[config.mk]
export PLATFORM = sky130hd
export DESIGN_NAME = txq_load
export DESIGN_NICKNAME = d
export VERILOG_FILES = /design/src/rtl/txq_pkg.sv /design/src/rtl/txq_lane_pack.sv /design/src/rtl/txq_store.sv /design/src/rtl/txq_load.sv
export SDC_FILE = /design/constraint.sdc
export NUM_CORES = 2
export LEC_CHECK = 0
export BUFFER_PORTS_ARGS = -buffer_cell sky130_fd_sc_hd__buf_2
export CORE_ASPECT_RATIO = 0.9
export CORE_MARGIN = 5
export CORE_UTILIZATION = 65
export CTS_CLUSTER_DIAMETER = 50
export CTS_CLUSTER_SIZE = 16
export DETAILED_ROUTE_END_ITERATION = 16
export GPL_TIMING_DRIVEN = 0
export PLACE_DENSITY = 0.82
export SETUP_SLACK_MARGIN = 0.5
export SLEW_MARGIN = 20
export SYNTH_ARGS = -nofsm -noshare
export SYNTH_HDL_FRONTEND = slang
export SYNTH_HIERARCHICAL = 1
export SYNTH_SLANG_ARGS = --single-unit
[constraint.sdc]
create_clock -name clk -period 31.8 [get_ports clk]
set_input_delay 1.59 -clock clk [delete_from_list [all_inputs] [get_ports clk]]
set_output_delay 1.59 -clock clk [all_outputs]
set_load 0.02 [all_outputs]
[src/rtl/txq_pkg.sv]
package txq_pkg;
    localparam int LANES  = 8;
    localparam int WORD_W = 8 * LANES;
    localparam int CNT_W  = $clog2(LANES) + 1;

    typedef struct packed {
        logic [WORD_W-1:0] data;
        logic [CNT_W-1:0]  nbytes;
        logic              last;
        logic              asis;
        logic              err;
    } txq_ent_t;

    typedef enum logic [1:0] {
        ST_IDLE = 2'd0,
        ST_LOAD = 2'd1,
        ST_HOLD = 2'd2
    } txq_st_e;
endpackage

[src/rtl/txq_lane_pack.sv]
module txq_lane_pack
    import txq_pkg::*;
(
    input  logic [WORD_W-1:0]   wr_data,
    input  logic [LANES-1:0]    wr_be_n,
    input  logic [WORD_W-1:0]   acc,
    input  logic [CNT_W-1:0]    acc_cnt,
    output logic                legal,
    output logic [2*WORD_W-1:0] cat,
    output logic [CNT_W:0]      total
);
    logic [LANES-1:0]  en;
    logic [CNT_W-1:0]  lo, hi, pop;
    logic              found;
    logic [WORD_W-1:0] shifted;

    always_comb begin
        en    = ~wr_be_n;
        lo    = '0;
        hi    = '0;
        pop   = '0;
        found = 1'b0;
        for (int i = 0; i < LANES; i++) begin
            if (en[i]) begin
                if (!found) lo = CNT_W'(i);
                found = 1'b1;
                hi    = CNT_W'(i);
                pop   = pop + 1'b1;
            end
        end
        legal   = found && (pop == (hi - lo + 1'b1));
        shifted = wr_data >> {lo, 3'b000};
        for (int i = 0; i < LANES; i++) begin
            if (CNT_W'(i) >= pop) shifted[8*i +: 8] = 8'h00;
        end
        cat   = {{WORD_W{1'b0}}, acc} | ({{WORD_W{1'b0}}, shifted} << {acc_cnt, 3'b000});
        total = {1'b0, acc_cnt} + {1'b0, pop};
    end
endmodule

[src/rtl/txq_store.sv]
module txq_store
    import txq_pkg::*;
#(
    parameter  int DEPTH = 16,
    localparam int AW    = $clog2(DEPTH)
) (
    input  logic        clk,
    input  logic        rst_n,
    input  logic [1:0]  push_n,
    input  txq_ent_t    e0,
    input  txq_ent_t    e1,
    input  logic        pop,
    output txq_ent_t    head,
    output logic [AW:0] count
);
    txq_ent_t        mem [DEPTH];
    logic [AW-1:0]   wp, rp;
    logic            pop_ok;

    assign pop_ok = pop && (count != '0);
    assign head   = mem[rp];

    always_ff @(posedge clk) begin
        if (push_n != 2'd0) mem[wp] <= e0;
        if (push_n == 2'd2) mem[wp + 1'b1] <= e1;
    end

    always_ff @(posedge clk) begin
        if (!rst_n) begin
            wp    <= '0;
            rp    <= '0;
            count <= '0;
        end else begin
            wp    <= wp + AW'(push_n);
            rp    <= rp + AW'(pop_ok);
            count <= count + (AW+1)'(push_n) - (AW+1)'(pop_ok);
        end
    end

    assert_fill_bound_R10: assert property (@(posedge clk) disable iff (!rst_n)
        count <= (AW+1)'(DEPTH));
    assert_no_underflow_R12: assert property (@(posedge clk) disable iff (!rst_n)
        (count == '0 && push_n == 2'd0) |=> count == '0);
endmodule

[src/rtl/txq_load.sv]
module txq_load
    import txq_pkg::*;
#(
    parameter  int DEPTH = 16,
    localparam int AW    = $clog2(DEPTH)
) (
    input  logic              clk,
    input  logic              rst_n,
    input  logic [AW:0]       cfg_thresh,
    input  logic              cfg_nocrc,
    input  logic              cfg_single,
    input  logic              ctl_n,
    input  logic              sel_n,
    input  logic              port_hit,
    output logic              rdy,
    output logic              rdy_oe,
    input  logic              wr_valid,
    input  logic [WORD_W-1:0] wr_data,
    input  logic [LANES-1:0]  wr_be_n,
    input  logic              wr_sop,
    input  logic              wr_eop,
    input  logic              wr_asis,
    input  logic              wr_err,
    input  logic              rd_en,
    output logic              rd_valid,
    output logic [WORD_W-1:0] rd_data,
    output logic [CNT_W-1:0]  rd_nbytes,
    output logic              rd_last,
    output logic              rd_asis,
    output logic              rd_err,
    output logic              ovf_flag,
    output logic              proto_flag
);
    txq_st_e             state, state_nx;
    logic [WORD_W-1:0]   acc, acc_eff;
    logic [CNT_W-1:0]    acc_cnt, cnt_eff;
    logic                asis_r, asis_cur;
    logic                legal, framed, room, take, ovf_hit, bad;
    logic [2*WORD_W-1:0] cat;
    logic [CNT_W:0]      total;
    logic [1:0]          need_n, push_n;
    logic [AW:0]         count, free;
    txq_ent_t            e0, e1, head;

    assign acc_eff = wr_sop ? '0 : acc;
    assign cnt_eff = wr_sop ? '0 : acc_cnt;

    txq_lane_pack u_pack (
        .wr_data (wr_data),
        .wr_be_n (wr_be_n),
        .acc     (acc_eff),
        .acc_cnt (cnt_eff),
        .legal   (legal),
        .cat     (cat),
        .total   (total)
    );

    txq_store #(.DEPTH(DEPTH)) u_store (
        .clk    (clk),
        .rst_n  (rst_n),
        .push_n (push_n),
        .e0     (e0),
        .e1     (e1),
        .pop    (rd_en),
        .head   (head),
        .count  (count)
    );

    // state register
    always_ff @(posedge clk) begin
        if (!rst_n) state <= ST_IDLE;
        else        state <= state_nx;
    end

    // next state
    always_comb begin
        state_nx = state;
        unique case (state)
            ST_IDLE: if (take) state_nx = wr_eop ? (cfg_single ? ST_HOLD : ST_IDLE) : ST_LOAD;
            ST_LOAD: if (take && wr_eop) state_nx = cfg_single ? ST_HOLD : ST_IDLE;
            ST_HOLD: if (count == '0) state_nx = ST_IDLE;
            default: state_nx = ST_IDLE;
        endcase
    end

    // outputs and write-side decisions
    always_comb begin
        asis_cur = wr_sop ? (wr_asis | cfg_nocrc) : asis_r;
        free     = (AW+1)'(DEPTH) - count;
        e0       = '0;
        e1       = '0;
        need_n   = 2'd0;
        if (total >= (CNT_W+1)'(LANES)) begin
            need_n    = 2'd1;
            e0.data   = cat[WORD_W-1:0];
            e0.nbytes = CNT_W'(LANES);
            e0.last   = wr_eop && (total == (CNT_W+1)'(LANES));
            if (wr_eop && total > (CNT_W+1)'(LANES)) begin
                need_n    = 2'd2;
                e1.data   = cat[2*WORD_W-1:WORD_W];
                e1.nbytes = CNT_W'(total - (CNT_W+1)'(LANES));
                e1.last   = 1'b1;
            end
        end else if (wr_eop) begin
            need_n    = 2'd1;
            e0.data   = cat[WORD_W-1:0];
            e0.nbytes = total[CNT_W-1:0];
            e0.last   = 1'b1;
        end
        e0.asis  = asis_cur;
        e1.asis  = asis_cur;
        e0.err   = e0.last && wr_err;
        e1.err   = e1.last && wr_err;
        framed   = wr_sop || (state == ST_LOAD);
        room     = (state != ST_HOLD) && (free >= (AW+1)'(need_n));
        bad      = wr_valid && (!legal || !framed);
        take     = wr_valid && legal && framed && room;
        ovf_hit  = wr_valid && legal && framed && !room;
        push_n   = take ? need_n : 2'd0;
        rdy_oe   = !ctl_n;
        rdy      = rdy_oe && (state != ST_HOLD) && (free >= cfg_thresh) && !(!sel_n && port_hit);
        rd_valid  = (count != '0);
        rd_data   = head.data;
        rd_nbytes = head.nbytes;
        rd_last   = head.last;
        rd_asis   = head.asis;
        rd_err    = head.err;
    end

    always_ff @(posedge clk) begin
        if (!rst_n) begin
            acc        <= '0;
            acc_cnt    <= '0;
            asis_r     <= 1'b0;
            ovf_flag   <= 1'b0;
            proto_flag <= 1'b0;
        end else begin
            if (ovf_hit) ovf_flag   <= 1'b1;
            if (bad)     proto_flag <= 1'b1;
            if (take) begin
                asis_r <= asis_cur;
                if (wr_eop) begin
                    acc     <= '0;
                    acc_cnt <= '0;
                end else if (total >= (CNT_W+1)'(LANES)) begin
                    acc     <= cat[2*WORD_W-1:WORD_W];
                    acc_cnt <= CNT_W'(total - (CNT_W+1)'(LANES));
                end else begin
                    acc     <= cat[WORD_W-1:0];
                    acc_cnt <= total[CNT_W-1:0];
                end
            end
        end
    end

    assert_rdy_gated_R3: assert property (@(posedge clk) disable iff (!rst_n)
        ctl_n |-> !rdy);
    assert_select_blocks_R4: assert property (@(posedge clk) disable iff (!rst_n)
        (!sel_n && port_hit) |-> !rdy);
    assert_mid_entry_full_R6: assert property (@(posedge clk) disable iff (!rst_n)
        (push_n != 2'd0 && !e0.last) |-> e0.nbytes == CNT_W'(LANES));
    assert_proto_sticky_R9: assert property (@(posedge clk) disable iff (!rst_n)
        proto_flag |=> proto_flag);
    assert_ovf_sticky_R10: assert property (@(posedge clk) disable iff (!rst_n)
        ovf_flag |=> ovf_flag);
    assert_hold_rejects_R11: assert property (@(posedge clk) disable iff (!rst_n)
        (state == ST_HOLD && wr_valid && wr_sop && legal) |=> ovf_flag);
endmodule

==> results.py <==
metrics = {
    "run_status": {
        "status": "finished, final reports clean",
    },
    "timing": {
        "rsz0062_at_grt": "no",
        "finalHoldViolations": 0,
        "tns_ns": 0,
        "max_freq_mhz": 71.9,
        "skew_ns": 0.0468,
        "maxSlewViolCount": 0,
        "finalSetupViolations": 0,
        "fin_crit_sh_pct": 43.7,
        "fin_hold_ws_ns": 0.465,
        "max_slew_margin_pct": 14.0,
        "fin_ws_ns": 17.89,
        "period_needed_ns": 13.91,
        "worstMarginPinSlew_ns": 1.29,
    },
    "yosys": {
        "synth-seq-cells": 1222,
        "yosysSeqAreaShare_pct": 51.8,
        "synth_common_cells": "edfxtp_1, mux2_2, clkbuf_1",
        "synth_area_sq_mm": 0.0691,
        "synthesis.nets": 5014,
        "synth_edf_count": 1136,
        "ys.flop_type": "edfxtp_1",
        "yosysUniqueCellTypes": 97,
        "yosys.area.top_type_share_pct": 49.3,
        "synth_top_area_cell": "edfxtp_1",
        "avgSynthCellArea_sq_um": 14.2,
        "synthArstFlopShare_pct": 0,
        "synth_area_leaders": "edfxtp_1, mux2_2, mux4_2",
        "yosysMostFrequentCell": "edfxtp_1",
        "yosys_warnings": 6,
        "syn_inst": 4882,
    },
    "worst_setup_path": {
        "cp_max_fo": 31,
        "critical_path.startpoint": "wr_be_n[1]",
        "critPathLaunchType": "input port",
        "crit_required_ns": 32.20,
        "reg2reg_from": "acc_cnt[0]$_SDFFE_PN0N_",
        "critical_path_class": "in -> reg",
        "cpMaxStageDelayCell": "nor2_1",
        "cp.arrival_ns": 14.31,
        "critPathCaptureType": "flip-flop",
        "max_stage_delay_ns": 0.77,
    },
    "clocking": {
        "cts_resized": 0,
        "clkSlewWorstSetupHoldPaths_ns": 0.07,
        "cts-buffers-inserted": 115,
        "clkSinkCount": 1222,
        "cts_setup_buffers": 0,
        "worstSkewPairLatency_ns": 0.76,
        "root_buffer": "clkbuf_16",
        "clockBufferDepth": 3,
        "cts_tree": "done",
        "cts_hold_buf": 0,
        "htree_levels": 3,
    },
    "route": {
        "final_antenna_net_count": 0,
        "post_drt_wl_per_cell_microns": 37.3,
        "drtIter0Drc": 8279,
        "wl_met1_microns": 90300,
        "highest-signal-layer": "met5",
        "firstDrtPassIters": 9,
        "met3_length_microns": 38200,
        "vias": 51041,
        "post-route-drc-count": 0,
        "routed_wl_microns": 253000,
        "routed_via_density": 7.54,
        "wl_met2_microns": 108000,
    },
    "worst_hold_path": {
        "min_path_type": "reg -> reg",
        "hold_start": "acc[31]$_SDFFE_PN0N_",
    },
    "floorplanning": {
        "ios": 166,
        "fp.dieH_microns": 319,
        "num_rows": 113,
        "dieArea_sq_mm": 0.113,
        "die_w_microns": 354,
        "initial_core_util_pct": 65.5,
        "core_area_sq_mm": 0.106,
    },
    "global_route": {
        "track_usage_pct": 44.0,
        "grt_pass1_vias": 50015,
        "antenna_found_initial": 19,
        "grt_max_degree": 39,
        "grt_pass1_wl_microns": 359000,
        "grt-ovfl-total": 0,
    },
    "place": {
        "placed_area_sq_mm": 0.0734,
        "dp_cells": 6525,
        "port_buffers": 156,
        "dp_slack_ns": 17.73,
        "routabilityCongestion": 1.07,
        "dp_hpwl_microns": 179000,
    },
    "pwr": {
        "irDropWorstVdd_mv": 0.0492,
        "leakagePower_uw": 0.0279,
        "powerDensity_mw_per_mm2": 63.8,
    },
    "job": {
        "cap_violations": 0,
    },
    "finish": {
        "stdcell_area_sq_mm": 0.0776,
        "layout.nets": 5394,
        "final_cells": 6769,
        "drive_gt1_share_pct": 35.9,
        "syn_to_final_growth_pct": 12.2,
    },
}
-- stage by stage --
stage | power [uW] | utilization, %
5_1_grt | 5100 | 73.4
6_report | 4950 | 73.4
4_1_cts | 4900 | 73.3
2_1_floorplan | 2950 | -
3_5_place_dp | 3420 | 69.5
3_3_place_gp | 3380 | 67.8
-- cell families after synthesis --
group	count (synthesis)	synth area share [%]
flops	1222	51.8
simple gates	754	5.69
fa+ha+maj	42	0.804
compound gates	720	7.77
mux	1535	29.7
buf+inv	575	3.66
xor+xnor	34	0.528
-- area by class of cell --
type	instances	area [sq um]
inverter	55	209
multi-input combinational	3085	30900
fill	6544	28000
sequential	1222	35800
buffer	520	2340
timing repair buffer	263	2340
clock buffer	128	2970
clock inverter	84	1130
antenna	32	80.1
tap	1380	1730
-- cells in the final DEF (no fill, tap or decap), types with 25 or more instances in the layout --
master,count
mux2_1,269
o22ai_1,61
ha_1,38
mux4_2,300
o2bb2ai_1,26
and2_1,83
mux2i_1,95
clkbuf_1,303
diode_2,32
nor2b_1,151
buf_2,329
dfxtp_1,86
a21oi_1,53
buf_4,60
nor2_1,97
o211ai_1,31
nor3_1,26
nand3_1,98
o2111ai_1,26
mux2_2,870
o31ai_1,66
a22oi_1,169
o21ai_0,65
edfxtp_1,1136
a221oi_1,25
nand2_1,201
inv_1,50
clkbuf_16,116
-- final timing paths --
| path | to | slack, ns | depth (start not counted) |
|---|---|---|---|
| hold / removal | acc[31]$_SDFFE_PN0N_ | 0.46 | 2 |
| hold reg to reg | acc[31]$_SDFFE_PN0N_ | 0.46 | 2 |
| setup reg to reg | u_store/mem[8][28]$_DFFE_PP_ | 21.86 | 25 |
| setup / recovery | u_store/mem[8][28]$_DFFE_PP_ | 17.89 | 40 |
-- state kept, by name, indices dropped and copies added, names as in the netlist --
name	cells
u_store/mem	1136
acc_cnt	4
acc	64
u_store/rp	4
u_store/count	5
state	2
u_store/wp	4
proto_flag	1
ovf_flag	1
asis_r	1
-- report_power, final --
group          total, uW  internal, uW  switching, uW
clock               1500           824            671
sequential          1850          1850           5.90
combinational       1600           667            936
total               4950          3340           1610
-- critical path: cells and delay by family --
| kind | cells | cell delay [ns] |
|---|---|---|
| simple gates | 12 | 3.49 |
| fa+ha+maj | 6 | 2.13 |
| buf+inv | 12 | 3.46 |
| compound gates | 8 | 2.67 |
| xor+xnor | 2 | 0.77 |
-- routing by layer --
layer	global-route usage (%)	vias up
met3	15.3	929
met1	59.9	25420
met4	21.1	8
met5	0.583	-
li1	-	20125
met2	64.1	4559
Note: power is estimated with default switching activity, not from simulation.
